**src/rtl/slp_pkg.sv**
```systemverilog
package slp_pkg;

  typedef enum logic [2:0] {
    ST_RUN    = 3'd0,
    ST_LIGHT  = 3'd1,
    ST_QUIET  = 3'd2,
    ST_DEEP   = 3'd3,
    ST_WARMUP = 3'd4
  } slp_state_e;

  localparam int SRC_N     = 6;
  localparam int SRC_CONV  = 0;
  localparam int SRC_TIMER = 1;
  localparam int SRC_MEM   = 2;
  localparam int SRC_PWM   = 3;
  localparam int SRC_SER   = 4;
  localparam int SRC_OTHER = 5;

  localparam int CLK_N  = 5;
  localparam int CK_CPU = 0;
  localparam int CK_FLS = 1;
  localparam int CK_IO  = 2;
  localparam int CK_ADC = 3;
  localparam int CK_OSC = 4;

  localparam logic [2:0] CODE_LIGHT = 3'b000;
  localparam logic [2:0] CODE_QUIET = 3'b001;
  localparam logic [2:0] CODE_DEEP  = 3'b010;

  // Edge-type wake sources accepted in each state.
  function automatic logic [SRC_N-1:0] accept_mask(slp_state_e s);
    logic [SRC_N-1:0] m;
    m = '0;
    case (s)
      ST_LIGHT: m = '1;
      ST_QUIET: begin
        m[SRC_CONV]  = 1'b1;
        m[SRC_TIMER] = 1'b1;
        m[SRC_MEM]   = 1'b1;
      end
      ST_DEEP:  m[SRC_PWM] = 1'b1;
      default:  m = '0;
    endcase
    return m;
  endfunction

  // Clock enables kept on in each state.
  function automatic logic [CLK_N-1:0] keep_on(slp_state_e s);
    logic [CLK_N-1:0] k;
    k = '0;
    case (s)
      ST_RUN:    k = '1;
      ST_LIGHT: begin
        k[CK_IO]  = 1'b1;
        k[CK_ADC] = 1'b1;
        k[CK_OSC] = 1'b1;
      end
      ST_QUIET: begin
        k[CK_ADC] = 1'b1;
        k[CK_OSC] = 1'b1;
      end
      ST_WARMUP: k[CK_OSC] = 1'b1;
      default:   k = '0;
    endcase
    return k;
  endfunction

endpackage

```
**src/rtl/slp_wake_qual.sv**
```systemverilog
module slp_wake_qual
  import slp_pkg::*;
#(
  parameter int EXT_N      = 4,
  parameter int HOLD_TICKS = 4
) (
  input  logic             clk,
  input  logic             rst_n,
  input  slp_state_e       state,
  input  logic [SRC_N-1:0] src,
  input  logic [EXT_N-1:0] lvl,
  input  logic             tick,
  output logic             wake
);
  localparam int HC_W = $clog2(HOLD_TICKS + 1);
  localparam logic [HC_W-1:0] HC_MAX = HC_W'(HOLD_TICKS);

  logic [HC_W-1:0] hold_cnt;
  logic            lvl_any;
  logic            in_deep;
  logic            src_hit;
  logic            lvl_fast;
  logic            lvl_held;

  assign lvl_any = |lvl;
  assign in_deep = (state == ST_DEEP);

  // Level qualification counter: runs on slow ticks only in deep sleep.
  always_ff @(posedge clk or negedge rst_n) begin
    if (!rst_n) begin
      hold_cnt <= '0;
    end else if (!in_deep || !lvl_any) begin
      hold_cnt <= '0;
    end else if (tick && hold_cnt != HC_MAX) begin
      hold_cnt <= hold_cnt + HC_W'(1);
    end
  end

  always_comb begin
    src_hit  = |(src & accept_mask(state));
    lvl_fast = lvl_any && (state == ST_LIGHT || state == ST_QUIET);
    lvl_held = in_deep && lvl_any && (hold_cnt == HC_MAX);
    wake     = src_hit || lvl_fast || lvl_held;
  end

endmodule

```
**src/rtl/slp_warmup_timer.sv**
```systemverilog
module slp_warmup_timer #(
  parameter int W = 4
) (
  input  logic         clk,
  input  logic         rst_n,
  input  logic         load,
  input  logic [W-1:0] load_val,
  input  logic         tick,
  output logic         done
);
  logic [W-1:0] remain;

  always_ff @(posedge clk or negedge rst_n) begin
    if (!rst_n) begin
      remain <= '0;
    end else if (load) begin
      remain <= load_val;
    end else if (tick && remain != '0) begin
      remain <= remain - W'(1);
    end
  end

  assign done = (remain == '0);

endmodule

```
**src/rtl/slp_clk_decode.sv**
```systemverilog
module slp_clk_decode
  import slp_pkg::*;
(
  input  logic             clk,
  input  logic             rst_n,
  input  slp_state_e       state_nx,
  output logic [CLK_N-1:0] en
);
  logic [CLK_N-1:0] keep_nx;

  assign keep_nx = keep_on(state_nx);

  // One flop per enable so gate inputs come straight from registers.
  for (genvar i = 0; i < CLK_N; i++) begin : g_en
    always_ff @(posedge clk or negedge rst_n) begin
      if (!rst_n) en[i] <= 1'b1;
      else        en[i] <= keep_nx[i];
    end
  end

endmodule

```
**src/rtl/sleep_clk_ctrl.sv**
```systemverilog
module sleep_clk_ctrl
  import slp_pkg::*;
#(
  parameter int EXT_N      = 4,
  parameter int HOLD_TICKS = 4,
  parameter int WARM_W     = 4
) (
  input  logic              clk,
  input  logic              rst_n,
  input  logic              sleep_req,
  input  logic [2:0]        mode_sel,
  input  logic              adc_en,
  input  logic [5:0]        wake_src,
  input  logic [EXT_N-1:0]  ext_lvl,
  input  logic              slow_tick,
  input  logic [WARM_W-1:0] warmup_sel,
  output logic              cpu_clk_en,
  output logic              flash_clk_en,
  output logic              io_clk_en,
  output logic              adc_clk_en,
  output logic              osc_en,
  output logic              adc_start
);
  slp_state_e       state_q, state_nx;
  logic             wake;
  logic             warm_done;
  logic             warm_load;
  logic             start_nx;
  logic [CLK_N-1:0] en;

  slp_wake_qual #(
    .EXT_N     (EXT_N),
    .HOLD_TICKS(HOLD_TICKS)
  ) u_wake (
    .clk  (clk),
    .rst_n(rst_n),
    .state(state_q),
    .src  (wake_src),
    .lvl  (ext_lvl),
    .tick (slow_tick),
    .wake (wake)
  );

  slp_warmup_timer #(
    .W(WARM_W)
  ) u_warm (
    .clk     (clk),
    .rst_n   (rst_n),
    .load    (warm_load),
    .load_val(warmup_sel),
    .tick    (slow_tick),
    .done    (warm_done)
  );

  always_comb begin
    state_nx = state_q;
    start_nx = 1'b0;
    case (state_q)
      ST_RUN: begin
        if (sleep_req) begin
          case (mode_sel)
            CODE_LIGHT: begin
              state_nx = ST_LIGHT;
              start_nx = adc_en;
            end
            CODE_QUIET: begin
              state_nx = ST_QUIET;
              start_nx = adc_en;
            end
            CODE_DEEP: state_nx = ST_DEEP;
            default:   state_nx = ST_RUN;
          endcase
        end
      end
      ST_LIGHT, ST_QUIET: if (wake) state_nx = ST_RUN;
      ST_DEEP:            if (wake) state_nx = ST_WARMUP;
      ST_WARMUP:          if (warm_done) state_nx = ST_RUN;
      default:            state_nx = ST_RUN;
    endcase
  end

  assign warm_load = (state_q == ST_DEEP) && (state_nx == ST_WARMUP);

  always_ff @(posedge clk or negedge rst_n) begin
    if (!rst_n) begin
      state_q   <= ST_RUN;
      adc_start <= 1'b0;
    end else begin
      state_q   <= state_nx;
      adc_start <= start_nx;
    end
  end

  slp_clk_decode u_dec (
    .clk     (clk),
    .rst_n   (rst_n),
    .state_nx(state_nx),
    .en      (en)
  );

  assign cpu_clk_en   = en[CK_CPU];
  assign flash_clk_en = en[CK_FLS];
  assign io_clk_en    = en[CK_IO];
  assign adc_clk_en   = en[CK_ADC];
  assign osc_en       = en[CK_OSC];

endmodule

```
**config.mk**
```make
export PLATFORM = sky130hd
export DESIGN_NAME = sleep_clk_ctrl
export DESIGN_NICKNAME = d
export VERILOG_FILES = /design/src/rtl/slp_pkg.sv /design/src/rtl/slp_wake_qual.sv /design/src/rtl/slp_warmup_timer.sv /design/src/rtl/slp_clk_decode.sv /design/src/rtl/sleep_clk_ctrl.sv
export SDC_FILE = /design/constraint.sdc
export NUM_CORES = 1
export LEC_CHECK = 0
export BUFFER_PORTS_ARGS = -buffer_cell sky130_fd_sc_hd__buf_2
export CAP_MARGIN = 15
export CORE_MARGIN = 2
export CORE_UTILIZATION = 43
export CTS_BUF_LIST = sky130_fd_sc_hd__clkbuf_16
export DETAILED_ROUTE_END_ITERATION = 16
export GPL_ROUTABILITY_DRIVEN = 0
export PLACE_DENSITY_LB_ADDON = 0.05
export SYNTH_ARGS = -nofsm -noshare
export SYNTH_HDL_FRONTEND = slang
export SYNTH_SLANG_ARGS = --single-unit
export TNS_END_PERCENT = 100
```
**constraint.sdc**
```tcl
create_clock -name clk -period 1.7 [get_ports clk]
set_input_delay 0.255 -clock clk [delete_from_list [all_inputs] [get_ports clk]]
set_output_delay 0.255 -clock clk [all_outputs]
set_load 0.005 [all_outputs]
```
# Word level (Yosys, flattened, before mapping)
# Index checks and enable logic that the tools add are counted.
# totals
regBits,16
# op_classes
n_eq_ne,11
mux,20
bitwise,1
add_sub_neg,2
n_reduce_logical,27
# op_table
operator,n
$mux 3,7
$eq 3x2->1 const B,4
$pmux 3 s4,1
$eq 3x1->1 const B,3
$eq 3x3->1 const B,3
$logic_not 3->1,3
$mux 4,2
$reduce_or 2->1,4
$reduce_or 4->1,2
$mux 1,7
$and 6x6->6,1
$logic_and 1x1->1,6
$pmux 2 s3,1
$reduce_or 6->1,1
$logic_not 4->1,1
$logic_or 1x1->1,4
$mux 2,2
$reduce_bool 2->1,2
$reduce_bool 4->1,1
$sub 4x1->4 const B,1
$add 3x1->3 const B,1
$ne 3x3->1 const B,1
$reduce_or 3->1,1
$logic_not 1->1,2

# Depth between registers and ports, before layout
# logic_depth
word_depth,12
mapped_depth,8
depth_no_buf,7

# Cells and area by module
# A second synthesis with hierarchy kept.
# unflattened
hier_cells,80
area_unflattened_um2,839.6
# by_module_without_submodules
mod,area_per_inst_um2,cells_each,instances,seq_area_each_um2
slp_warmup_timer,270.3,27,1,100.1
slp_wake_qual,239.0,27,1,75.1
sleep_clk_ctrl,190.2,16,1,100.1
slp_clk_decode,140.1,10,1,105.1

# Least setup slack after synthesis
# No wires, ideal clock.
# synth_path
kind,reg-to-reg
startpoint,register u_warm.remain[0]
endpoint,register u_warm.remain[3]
slack_ns,0.093
arrival_time_ns,1.529
required_ns,1.623
period_less_slack_ns,1.607
n_path_buf,0
path_stages_with_launch,8
cell_sequence,dfrtp_1 inv_1 ha_1 or3b_2 nand2_1 nor4_1 xnor2_1 a21oi_1
# synth_via
elab_chain_cells,6
elab_cells_between_ends,11
# synth_lines
element,line,text
from (decl),slp_warmup_timer.sv:11,logic [W-1:0] remain;
from (signal assigned),slp_warmup_timer.sv:17,remain <= load_val;
from (signal assigned),slp_warmup_timer.sv:19,remain <= remain - W'(1);
$logic_not 4->1,slp_warmup_timer.sv:23,assign done = (remain == '0);
$mux 3,sleep_clk_ctrl.sv:77,ST_WARMUP: if (warm_done) state_nx = ST_RUN;
$pmux 3 s4,sleep_clk_ctrl.sv:58,case (state_q)
$eq 3x3->1,sleep_clk_ctrl.sv:82,assign warm_load = (state_q == ST_DEEP) && (state_nx == ST_WARMUP);
$logic_and 1x1->1,sleep_clk_ctrl.sv:82,
$mux 4 / $reduce_bool 2->1 (equally long branches),-,
# Parallel ways exist; a longest one is shown, timed or not. The select of a mux whose other input is x is not followed.
# A chain may end at the register's enable or synchronous reset.

# Worst setup path after layout
# Same ends and word-level chain as after synthesis.

==> key figures <==
Drt
  – Via Count: 681
  – Routed Antenna Nets: 0
  – # DRC: 0
  – Via density: 4.86
  – Iter 0 DRT Violations: 2
  – Pre-antenna DRT Iters: 2
  – Total Wirelength: 1.64 mm
  – WL per Instance: 11.7 um

Hold path
  – HP Class: input pin to flop
  – Hold Startpoint: mode_sel[1]
  – Hold EP: adc_start$_DFF_PN0_
  – Hold Path Cell Cnt: 2

STA
  – Clock Skew: 0.00209 ns
  – Hold Fails Final Rpt: 0
  – Min Tclk post-route: 1.57 ns
  – Slew margin rel.: 0.776
  – Final setup viols: 0
  – Worst Tran Pin Value: 0.335 ns
  – Fmax: 639 MHz
  – Tcrit/Tclk final: 0.921
  – Final Max Tran Viols: 0
  – RSZ-0062 raised after global routing: false

Final layout
  – Non-Filler Instances: 140
  – Final net count: 141
  – Diodes inserted: 0
  – Most frequent cells in the layout: buf_2 (27), nand2_1 (12), dfrtp_1 (11)
  – Most common cell after layout, fill and taps aside: buf_2
  – Filler Cell Count: 177
  – Post-layout util: 0.614
  – Share of cells above drive strength 1: 0.391
  – Final Instance Area: 1080 um^2
  – Syn-to-layout area delta: 31.8%
  – Seq. cell area: 380 um^2
  – Area taken by multi-input logic gates: 410 um^2

Critical path
  – Worst setup path startpoint: u_warm.remain[0]$_DFFE_PN0P_
  – Data required, critical path: 1.87 ns
  – Worst Path Max Fanout: 4
  – Internal reg-to-reg setup slack: 0.13 ns
  – Worst Setup End Kind: flop
  – Cells on worst reg2reg path: 7
  – Worst path arrival time: 1.73 ns
  – CP startpoint kind: flop
  – Crit Reg-Reg Endpoint: u_warm.remain[3]$_DFFE_PN0P_
  – Kind of critical path: flop to flop
  – Reg-to-Reg Start: u_warm.remain[0]$_DFFE_PN0P_

Global routing
  – Wire length of the first global-routing pass: 2.62 mm
  – Initial antenna violation count: 0
  – Pin count of the biggest net entering global routing: 16
  – GRT overflow: 0
  – Number of global-route vias before repair: 654
  – GRT Util Overall: 0.165

Yosys
  – Post-Synthesis Cells: 83
  – Sequential area share after synthesis: 0.463
  – Synth warn: 0
  – Post-synthesis cell type count: 33
  – Synthesized area per cell: 9.90 um^2
  – Number of synthesized register bits: 15
  – Synth Cell Area: 822 um^2
  – Syn Nets: 108

Floorplan
  – Die X: 47.7 um
  – Core area: 1760 um^2
  – # rows: 15
  – Die Ht: 47.7 um
  – Die area: 2280 um^2
  – Top-level port count: 28
  – Initial Util: 0.466

Clocking
  – Clock Tree Buf Depth: 2
  – Total CTS buffers: 3
  – CTS tree: yes
  – Clock Latency Late Sink: 0.24 ns
  – CTS Sinks: 15
  – H-tree Lvls: 1
  – Clock-pin slew on the worst setup and hold paths: 0.05 ns
  – Root Driver: clkbuf_16

Power
  – Max VDD drop: 0.000704 V
  – PwrDens: 1130 nW/um^2
  – Static leakage: 0.000517 uW

Place
  – Port Buf Inserts: 27
  – Dpl cells: 135
  – Placed cell area: 985 um^2
  – DPL Wire Length: 1.24 mm

Run
  – Max Cap Viol: 0

Run status
  – Status: finished clean
==> registers in the layout (all words and copies together), names as in the netlist <==
name             count
u_warm.remain        4
adc_start            1
u_wake.hold_cnt      3
u_dec.en             4
state_q              3
==> where the power goes <==
part / total, uW / leakage (uW) / internal [uW] / switching [uW]
Sequential: 471 / 0.000187 / 423 / 47.7
Clock: 452 / 0.0000423 / 311 / 141
Combinational: 300 / 0.000288 / 162 / 138
Total: 1220 / 0.000517 / 897 / 326
==> through the flow <==
stage	power [uW]	hold WS, ns	TNS [ns]	setup WS, ns
6_report	1220	0.189	0	0.135
5_1_grt	1290	0.199	0	0.0132
4_1_cts	1220	0.189	0	0.0109
3_5_place_dp	758	0.184	-0.0150	-0.0150
3_3_place_gp	746	0.180	0	0.0435
2_1_floorplan	678	-0.0406	0	0.0933
==> layer usage <==
layer	share of wire	routed length (um)	track usage	vias to the layer above
met3	0.042	68	0.0453	2
met1	0.41	665	0.197	320
met2	0.55	894	0.280	9
li1	-	-	-	350
met4	0.0061	10	0.0649	0
met5	0	0	0	-
==> Yosys cell counts <==
library cell	count	area, um^2
o211ai_2	1	12.5
dfstp_2	4	105
nand3_1	3	15.0
dfrtp_1	11	275
o21ai_4	1	16.3
nor3_1	1	5.00
inv_1	6	22.5
nand2_1	13	48.8
or3b_2	1	8.76
a21oi_1	6	30.0
nor3b_1	1	7.51
nand4b_1	1	8.76
or3_1	1	6.26
or4_4	1	11.3
a211o_1	1	8.76
o21a_1	1	7.51
o211ai_1	1	7.51
and4b_1	1	10.0
buf_4	1	7.51
and4_1	1	8.76
a211oi_1	1	7.51
buf_6	1	11.3
nand3b_1	1	7.51
xnor2_1	3	26.3
a31oi_2	1	12.5
nor2_1	10	37.5
xor2_1	1	8.76
nor4b_1	1	8.76
o22ai_2	1	12.5
nor2b_4	1	13.8
o21ai_2	1	8.76
ha_1	3	37.5
nor4_1	1	6.26
==> cell type report <==
| class | instances | share of cell area |
|---|---|---|
| inverter | 6 | 0.0208 |
| timing repair buffer | 30 | 0.148 |
| sequential | 15 | 0.351 |
| clock buffer | 3 | 0.0693 |
| tap | 25 | 0.0289 |
| multi-input combinational | 60 | 0.379 |
| clock inverter | 1 | 0.00346 |
==> worst max-delay path, cell delays in order, from the launching register on <==
cell     delay (ns)
dfrtp_1        0.38
inv_1          0.09
ha_1           0.19
or3b_4         0.42
nand2_4        0.10
nor4_1         0.05
xnor2_1        0.12
a21oi_1        0.14
==> kinds of logic after synthesis <==
logic type | synth area share
buf+inv | 0.0502
fa+ha+maj | 0.0457
simple gates | 0.248
xor+xnor | 0.0426
flops | 0.463
compound gates | 0.151
==> timing repair <==
item                       in CTS  in global routing
setup buffers                   0                  0
hold endpoints to repair       11                  0
setup endpoints to repair       1                  3
hold buffers                    1                  0
resized for setup               1                  2
gates cloned                    0                  0
==> worst max path at each step <==
stage	endpoint	slack (ns)	depth (start not counted)
after floorplan	u_warm.remain[3]$_DFFE_PN0P_	0.09	7
after global placement	u_warm.remain[3]$_DFFE_PN0P_	0.04	7
after detailed placement	u_warm.remain[3]$_DFFE_PN0P_	-0.01	7
after CTS	u_warm.remain[3]$_DFFE_PN0P_	0.01	7
after global routing	u_warm.remain[3]$_DFFE_PN0P_	0.01	7
final	u_warm.remain[3]$_DFFE_PN0P_	0.13	7
(Power assumes the default switching activity.)
